### config.mk
export PLATFORM = sky130hd
export DESIGN_NAME = bkpt_match
export DESIGN_NICKNAME = d
export VERILOG_FILES = /design/src/rtl/bkpt_pkg.sv /design/src/rtl/bkpt_regs.sv /design/src/rtl/bkpt_addr_cmp.sv /design/src/rtl/bkpt_attr_cmp.sv /design/src/rtl/bkpt_match.sv
export SDC_FILE = /design/constraint.sdc
export NUM_CORES = 1
export LEC_CHECK = 0
export ABC_AREA = 1
export BUFFER_PORTS_ARGS = -buffer_cell sky130_fd_sc_hd__buf_2
export CAP_MARGIN = 20
export CORE_AREA = 2 2 122 101
export CTS_BUF_LIST = sky130_fd_sc_hd__clkbuf_16
export CTS_CLUSTER_DIAMETER = 50
export CTS_CLUSTER_SIZE = 8
export DETAILED_ROUTE_END_ITERATION = 8
export DIE_AREA = 0 0 124 103
export PLACE_DENSITY = 0.55
export SETUP_SLACK_MARGIN = 0.1
export SYNTH_ARGS = -nofsm -noshare
export SYNTH_HDL_FRONTEND = slang
export SYNTH_SLANG_ARGS = --single-unit
### constraint.sdc
create_clock -name clk -period 4.05 [get_ports clk]
set_input_delay 0.81 -clock clk [delete_from_list [all_inputs] [get_ports clk]]
set_output_delay 0.81 -clock clk [all_outputs]
set_load 0.05 [all_outputs]
### src/rtl/bkpt_pkg.sv
// Package: shared constants and types for the breakpoint comparator.
// Assumes the attribute register is always 16 bits: a mask byte over a value byte.
package bkpt_pkg;
    localparam int ATTR_W = 16;
    localparam int VAL_W  = ATTR_W / 2;

    typedef enum logic [1:0] {
        MODE_OFF     = 2'b00,
        MODE_EXACT   = 2'b01,
        MODE_INSIDE  = 2'b10,
        MODE_OUTSIDE = 2'b11
    } bkpt_mode_e;

    typedef enum logic [1:0] {
        SEL_LOW  = 2'b00,
        SEL_HIGH = 2'b01,
        SEL_ATTR = 2'b10,
        SEL_NONE = 2'b11
    } bkpt_sel_e;
endpackage

### src/rtl/bkpt_regs.sv
// Module: holds the lower bound, upper bound and attribute registers.
// Assumes ADDR_W >= ATTR_W; the attribute register takes the low 16 data bits.
module bkpt_regs
    import bkpt_pkg::*;
#(
    parameter int ADDR_W = 32
) (
    input  logic                clk,
    input  logic                rst_n,
    input  logic                wr_en_i,
    input  logic [1:0]          wr_sel_i,
    input  logic [ADDR_W-1:0]   wr_data_i,
    output logic [ADDR_W-1:0]   lo_o,
    output logic [ADDR_W-1:0]   hi_o,
    output logic [ATTR_W-1:0]   attr_o
);
    bkpt_sel_e sel;
    assign sel = bkpt_sel_e'(wr_sel_i);

    // Purpose: load the selected register, or clear all on reset.
    always_ff @(posedge clk) begin
        if (!rst_n) begin
            lo_o   <= '0;
            hi_o   <= '0;
            attr_o <= '0;
        end else if (wr_en_i) begin
            case (sel)
                SEL_LOW:  lo_o   <= wr_data_i;
                SEL_HIGH: hi_o   <= wr_data_i;
                SEL_ATTR: attr_o <= wr_data_i[ATTR_W-1:0];
                default:  ;
            endcase
        end
    end

    AST_LOW_LOADS: assert property (@(posedge clk) disable iff (!rst_n)
        $past(rst_n) && $past(wr_en_i) && $past(wr_sel_i) == 2'b00 |-> lo_o == $past(wr_data_i));
    AST_NONE_KEEPS: assert property (@(posedge clk) disable iff (!rst_n)
        $past(rst_n) && $past(wr_en_i) && $past(wr_sel_i) == 2'b11 |-> $stable(lo_o) && $stable(hi_o) && $stable(attr_o));
endmodule

### src/rtl/bkpt_addr_cmp.sv
// Module: evaluates the selected address condition against the bounds.
// Assumes unsigned addresses; OFF mode yields no hit.
module bkpt_addr_cmp
    import bkpt_pkg::*;
#(
    parameter int ADDR_W = 32
) (
    input  logic [1:0]          mode_i,
    input  logic [ADDR_W-1:0]   addr_i,
    input  logic [ADDR_W-1:0]   lo_i,
    input  logic [ADDR_W-1:0]   hi_i,
    output logic                hit_o
);
    logic eq_lo, ge_lo, le_hi, in_span;
    bkpt_mode_e mode;
    assign mode = bkpt_mode_e'(mode_i);

    // Purpose: raw magnitude comparisons against both bounds.
    always_comb begin
        eq_lo   = (addr_i == lo_i);
        ge_lo   = (addr_i >= lo_i);
        le_hi   = (addr_i <= hi_i);
        in_span = ge_lo && le_hi;
    end

    // Purpose: pick the condition requested by the mode.
    always_comb begin
        case (mode)
            MODE_EXACT:   hit_o = eq_lo;
            MODE_INSIDE:  hit_o = in_span;
            MODE_OUTSIDE: hit_o = !in_span;
            default:      hit_o = 1'b0;
        endcase
    end
endmodule

### src/rtl/bkpt_attr_cmp.sv
// Module: masked bitwise compare of bus attributes with the attribute register.
// Assumes value byte order {rw, size[1:0], tt[1:0], tm[2:0]} with masks in the upper byte.
module bkpt_attr_cmp
    import bkpt_pkg::*;
(
    input  logic [ATTR_W-1:0]   attr_i,
    input  logic                rw_i,
    input  logic [1:0]          size_i,
    input  logic [1:0]          tt_i,
    input  logic [2:0]          tm_i,
    output logic                hit_o
);
    logic [VAL_W-1:0] bus_vec;
    logic [VAL_W-1:0] bit_ok;

    // Purpose: pack bus attributes into the register's value-byte order.
    always_comb bus_vec = {rw_i, size_i, tt_i, tm_i};

    genvar gi;
    generate
        for (gi = 0; gi < VAL_W; gi++) begin : g_bit
            // Purpose: one bit passes if masked or equal.
            always_comb bit_ok[gi] = attr_i[VAL_W + gi] || (bus_vec[gi] == attr_i[gi]);
        end
    endgenerate

    // Purpose: all bits must pass.
    always_comb hit_o = &bit_ok;
endmodule

### src/rtl/bkpt_match.sv
// Module: top of the breakpoint comparator; registers a one-cycle trigger.
// Assumes a transfer lasts one cycle with bus_valid_i high; reset is synchronous active-low.
module bkpt_match
    import bkpt_pkg::*;
#(
    parameter int ADDR_W = 32
) (
    input  logic                clk,
    input  logic                rst_n,
    input  logic                wr_en_i,
    input  logic [1:0]          wr_sel_i,
    input  logic [ADDR_W-1:0]   wr_data_i,
    input  logic [1:0]          mode_i,
    input  logic                bus_valid_i,
    input  logic [ADDR_W-1:0]   bus_addr_i,
    input  logic                bus_rw_i,
    input  logic [1:0]          bus_size_i,
    input  logic [1:0]          bus_tt_i,
    input  logic [2:0]          bus_tm_i,
    output logic                trig_o
);
    logic [ADDR_W-1:0] lo, hi;
    logic [ATTR_W-1:0] attr;
    logic addr_hit, attr_hit;

    bkpt_regs #(.ADDR_W(ADDR_W)) u_regs (
        .clk(clk), .rst_n(rst_n), .wr_en_i(wr_en_i), .wr_sel_i(wr_sel_i),
        .wr_data_i(wr_data_i), .lo_o(lo), .hi_o(hi), .attr_o(attr)
    );

    bkpt_addr_cmp #(.ADDR_W(ADDR_W)) u_addr (
        .mode_i(mode_i), .addr_i(bus_addr_i), .lo_i(lo), .hi_i(hi), .hit_o(addr_hit)
    );

    bkpt_attr_cmp u_attr (
        .attr_i(attr), .rw_i(bus_rw_i), .size_i(bus_size_i), .tt_i(bus_tt_i),
        .tm_i(bus_tm_i), .hit_o(attr_hit)
    );

    // Purpose: register the trigger pulse for a valid matching transfer.
    always_ff @(posedge clk) begin
        if (!rst_n) trig_o <= 1'b0;
        else        trig_o <= bus_valid_i && addr_hit && attr_hit;
    end

    AST_TRIG_NEEDS_VALID: assert property (@(posedge clk) disable iff (!rst_n)
        trig_o |-> $past(bus_valid_i));
    AST_OFF_SILENT: assert property (@(posedge clk) disable iff (!rst_n)
        trig_o |-> $past(mode_i) != 2'b00);
    AST_EXACT_ADDR: assert property (@(posedge clk) disable iff (!rst_n)
        trig_o && $past(mode_i) == 2'b01 |-> $past(bus_addr_i) == $past(lo));
    AST_INSIDE_ADDR: assert property (@(posedge clk) disable iff (!rst_n)
        trig_o && $past(mode_i) == 2'b10 |-> $past(bus_addr_i) >= $past(lo) && $past(bus_addr_i) <= $past(hi));
    AST_OUTSIDE_ADDR: assert property (@(posedge clk) disable iff (!rst_n)
        trig_o && $past(mode_i) == 2'b11 |-> $past(bus_addr_i) < $past(lo) || $past(bus_addr_i) > $past(hi));
    AST_ATTR_UNMASKED_EQ: assert property (@(posedge clk) disable iff (!rst_n)
        trig_o |-> ((({$past(bus_rw_i), $past(bus_size_i), $past(bus_tt_i), $past(bus_tm_i)}
                     ^ $past(attr[VAL_W-1:0])) & ~$past(attr[ATTR_W-1:VAL_W])) == '0));
endmodule

Word-level counts from Yosys, hierarchy flattened
Index checks and enable logic that the tools add are counted.

word-level totals
  output and inout bits = 1
  bits in writable memories = 0
  input bits = 80
  ROM bits = 0
  latch bits = 0
  memories kept = 0
  flip-flop bits (word level) = 81

cells by class
  $lt $le $gt $ge = 2
  bitwise gates (word level) = 0
  div/mod/pow operators = 0
  eq/ne operators = 14
  multiplexer cells = 1
  multipliers = 0
  reduce and logical (&&, ||, !) cells = 17
  shift operators = 0
  add/subtract/negate cells = 0

operator list
  kind                                                             number
  32-bit == test                                                   1
  32-bit >= comparator                                             1
  32-bit less-or-equal comparator                                  1
  1-bit == test                                                    8
  1-bit logical OR                                                 8
  8-bit AND reduction                                              1
  2-bit == test, second input constant                             3
  2-bit AND reduction                                              3
  2-bit by 1-bit == test with 1-bit output, second input constant  2
  1-bit logical AND                                                3
  1-bit case mux with 3 select lines                               1
  2-bit logical NOT                                                1
  1-bit logical NOT                                                1

Longest topological paths before layout
  depth after elaboration = 6
  depth in mapped cells = 18

Hierarchy
Synthesis repeated with hierarchy kept, for this count alone.

unflattened totals
  cell total of the unflattened synthesis = 863
  area total of the unflattened synthesis = 5392.7 sq um

by module, submodules not included
  module         instances  area an instance (sq um)  cells each
  bkpt_regs      1          3387.0                    516
  bkpt_addr_cmp  1          1767.9                    290
  bkpt_attr_cmp  1          206.4                     53
  bkpt_match     1          31.3                      4

Worst setup path before layout
Ideal clock, no wire load.

  path type = input -> register
  from = input bus_addr_i[31]
  to = register trig_o
  slack = 2.027 ns
  stages = 12
  required time = 3.937 ns
  setup time = 0.113 ns
  arrival time = 1.910 ns
  cells stage by stage = ha_1 > nand2_2 > nor2_4 > nand2_2 > nor2_4 > nand3_2 > nand2_1 > nor2_1 > a21oi_2 > nand2_1 > nor2_1 > nor2_1

between the ends
  cells in the longest elaborated chain, start to end = 6
  elaborated cells on any way between the ends = 8
  classes of those cells = order compare: 2; eq/ne: 1; mux: 1; reduce/logical: 4

RTL lines
  what                                                                     line                                      source
  start, declared                                                          bkpt_match.sv:15                          input logic [ADDR_W-1:0] bus_addr_i,
  32-bit >= comparator or 32-bit less-or-equal comparator (tied branches)  bkpt_addr_cmp.sv:21, bkpt_addr_cmp.sv:22
  1-bit logical AND                                                        bkpt_addr_cmp.sv:23                       in_span = ge_lo && le_hi;
  1-bit logical NOT                                                        bkpt_addr_cmp.sv:31                       MODE_OUTSIDE: hit_o = !in_span;
  1-bit case mux with 3 select lines (*)                                   bkpt_addr_cmp.sv:28                       case (mode)
  1-bit logical AND (*) (2 in series)                                      bkpt_match.sv:43                          else trig_o <= bus_valid_i && addr_hit && attr_hit;
  end signal, assigned                                                     bkpt_match.sv:43
  end, declared                                                            bkpt_match.sv:20                          output logic trig_o

Mark *: on every way between the ends. The rest lies on a longest branch, timed or not.
A chain may end at the register's enable or synchronous reset.

Worst setup path after layout
Ends and elaborated chain as after synthesis.

==> key figures <==
Status
  • Outcome: complete, no violations

Clocking
  • Post-cts sizing count: 0
  • Clock Sinks: 81
  • Worst-path clk slew: 0.06 ns
  • Clk buf depth: 2
  • Root buf cell: clkbuf_16
  • # Post-CTS Setup Buffers: 0
  • Htree depth: 3
  • CTS tree: done
  • CTS Hold Bufs: 0
  • Num CTS Buffers: 9
  • Clock Latency Late Sink: 0.34 ns

Logic synthesis
  • Ys Warns: 0
  • Async set or reset register ratio after synthesis: 0%
  • Number of flops mapped to enable cells by yosys: 0
  • Seq/Total Area, Yosys: 35.9%
  • Yosys reg bits: 81
  • Distinct cells, synth: 28
  • Post-Syn Instances: 610
  • Syn_nets: 754
  • Mean Syn Cell Area: 7.40 um2
  • Predominant post-synthesis flop cell: dfxtp_1
  • Netlist Area Pre-Place: 4520 um2

Drt
  • Vias: 4065
  • DR vias/cell: 4.87
  • DRT Pass-1 Iters: 6
  • WL/cell: 13.3 um
  • WL final: 11100 um
  • 1st-iter DRT viols: 229
  • M1 WL: 5690 um
  • Met2 wire len: 4730 um
  • ANT nets after route: 0
  • Routed wl met3: 491 um
  • Top Layer Used: met4
  • Drt drc: 0

Setup path
  • Critical path class: in -> reg
  • Cell family with most CP delay: simple AND/OR/NAND/NOR gates
  • Worst Path Max Fanout: 2
  • CP max stage delay: 0.29 ns
  • CP max-delay cell: ha_1
  • Arr. time, crit path: 2.19 ns
  • Crit end category: flop
  • CP required: 4.29 ns
  • Most frequent cell on the critical path: nand2_1
  • Worst Path Buf+Inv: 1
  • CP Cell Sequence: buf_2, ha_1, nand2_1, nor2_1, nand2_1, nor4_2, nand2_1, nand2_1, nand2_1, nand2_1, nand2_1, nand2_1, nor2_1
  • CP startpoint kind: input port

Placement
  • Placement Setup Slack: 1.72 ns
  • Final Wtd Congestion: 0.807
  • Detail Placement HPWL: 8510 um
  • Count of buffers from port buffering: 80

STA
  • Final Cycle Share: 48.3%
  • Slew margin rel.: 34.3%
  • Final hold violations: 0
  • TNS Setup: 0 ns
  • Worst setup margin: 2.09 ns
  • Unrepaired setup endpoints after global routing: no
  • Min Hold Slack: 0.458 ns
  • Final setup fails: 0
  • Skew final: 0.00414 ns
  • Tightest Pin Transition: 0.984 ns
  • Max frequency: 0.511 GHz
  • Min Clock Period, post-route: 1.96 ns
  • Final Max Slew Viols: 0

Power and ir drop
  • PD cells: 372 nW/um2
  • Design Power: 1.98 mW
  • Peak supply drop: 0.250 mV
  • Leakage: 2.34 nW

GRT
  • Total grt overflow: 0
  • Largest net degree at the start of global routing: 64
  • Initial antenna violation count: 0
  • Vias in the first global route: 3811
  • GR Util All Layers: 18.8%
  • First-pass GRT wire length: 18300 um

Finish
  • Ant diodes: 0
  • Fill count: 1210
  • Ratio of cells with drive above 1 in the final layout: 16.6%
  • Final core utilization: 45.3%
  • Total Nets Final: 822
  • Layout area overhead: 17.6%

Min path
  • Worst hold path type: reg -> reg

Floorplanning
  • Die span in y: 103 um
  • Core area: 11700 um2
  • Die ar.: 12800 um2
  • Initial core utilization: 38.6%
  • IO Pins: 81
  • Row Count: 36
  • Die X: 124 um

Job
  • Max-Cap Viols: 0
==> metal layers <==
| layer | vias up | GRT usage, % |
|---|---|---|
| met5 | - | 0 |
| met4 | 0 | 6.57 |
| met3 | 18 | 4.65 |
| met2 | 71 | 28.8 |
| met1 | 1835 | 25.9 |
| li1 | 2141 | - |
==> cell usage in the layout, fill, tap and decap left out, types with 5 or more instances in the layout <==
| master | Yosys | routed |
|---|---|---|
| dfxtp_1 | 81 | 81 |
| inv_1 | 82 | 83 |
| o21ai_1 | 5 | 5 |
| buf_2 | 1 | 80 |
| o21ai_0 | 85 | 85 |
| nand2_2 | 5 | 5 |
| nand2_1 | 80 | 80 |
| inv_2 | 6 | 6 |
| ha_1 | 64 | 64 |
| clkbuf_16 | 0 | 9 |
| nor2_1 | 55 | 55 |
| a21oi_1 | 97 | 97 |
==> layout make-up <==
class | count | area (um2) | area share [%]
Timing Repair Buffer | 81 | 408 | 7.68
Tap cell | 152 | 190 | 3.58
Sequential cell | 81 | 1620 | 30.5
Inverter | 89 | 334 | 6.29
Multi-Input combinational cell | 416 | 2470 | 46.5
Clock buffer | 9 | 225 | 4.24
Clock inverter | 6 | 61.3 | 1.15
==> state kept, by name, summed over array words and instances (netlist names) <==
name           cells
trig_o             1
u_regs.hi_o       32
u_regs.attr_o     16
u_regs.lo_o       32
==> where the power goes <==
group          leakage, nW  internal (mW)  switching (mW)
clock network        0.136          0.471           0.332
registers            0.663          0.838          0.0130
logic                 1.54          0.131           0.193
==> stage by stage <==
step	instances	instance area [um2]
2_1_floorplan	610	4520
3_3_place_gp	819	5020
6_report	834	5310
5_1_grt	834	5310
4_1_cts	834	5310
3_5_place_dp	819	5020
==> worst paths after layout <==
path | start | end | slack (ns) | cells after the start
min | u_regs.lo_o[2]$_SDFFE_PN0P_ | u_regs.lo_o[2]$_SDFFE_PN0P_ | 0.46 | 2
max | bus_addr_i[31] | trig_o$_SDFF_PN0_ | 2.09 | 13
max reg2reg | u_regs.hi_o[31]$_SDFFE_PN0P_ | trig_o$_SDFF_PN0_ | 2.30 | 13
min reg2reg | u_regs.lo_o[2]$_SDFFE_PN0P_ | u_regs.lo_o[2]$_SDFFE_PN0P_ | 0.46 | 2
==> tightest hold or removal path: stages (launching register included) <==
cell and delay (ns):
dfxtp_1 0.30, inv_1 0.06, a21oi_1 0.06
==> logic make-up after synthesis <==
group                      after synthesis  share of synthesized area [%]
and+or+nand+nor                        156                           14.7
DFF                                     81                           35.9
AOI/OAI and AO/OA                      194                           21.9
adders and majority gates               64                           17.7
buffers and inverters                  113                           9.42
xor gates and xnor gates                 2                          0.388
==> synthesized netlist by cell type (2+ instances only) <==
cell type,count,area [um2]
nand4_1,3,18.8
xnor2_1,2,17.5
nand2_1,80,300
nor3_1,2,10.0
clkbuf_1,23,86.3
o21a_1,2,15.0
inv_1,82,308
o21ai_0,85,425
dfxtp_1,81,1620
nand2_2,5,31.3
a21o_1,2,15.0
ha_1,64,801
nor2_1,55,206
inv_2,6,22.5
nor2_4,2,22.5
nor2_2,2,12.5
nand3_1,3,15.0
a21oi_1,97,485
o21ai_1,5,25.0
Power figures use the tool's default switching activity.
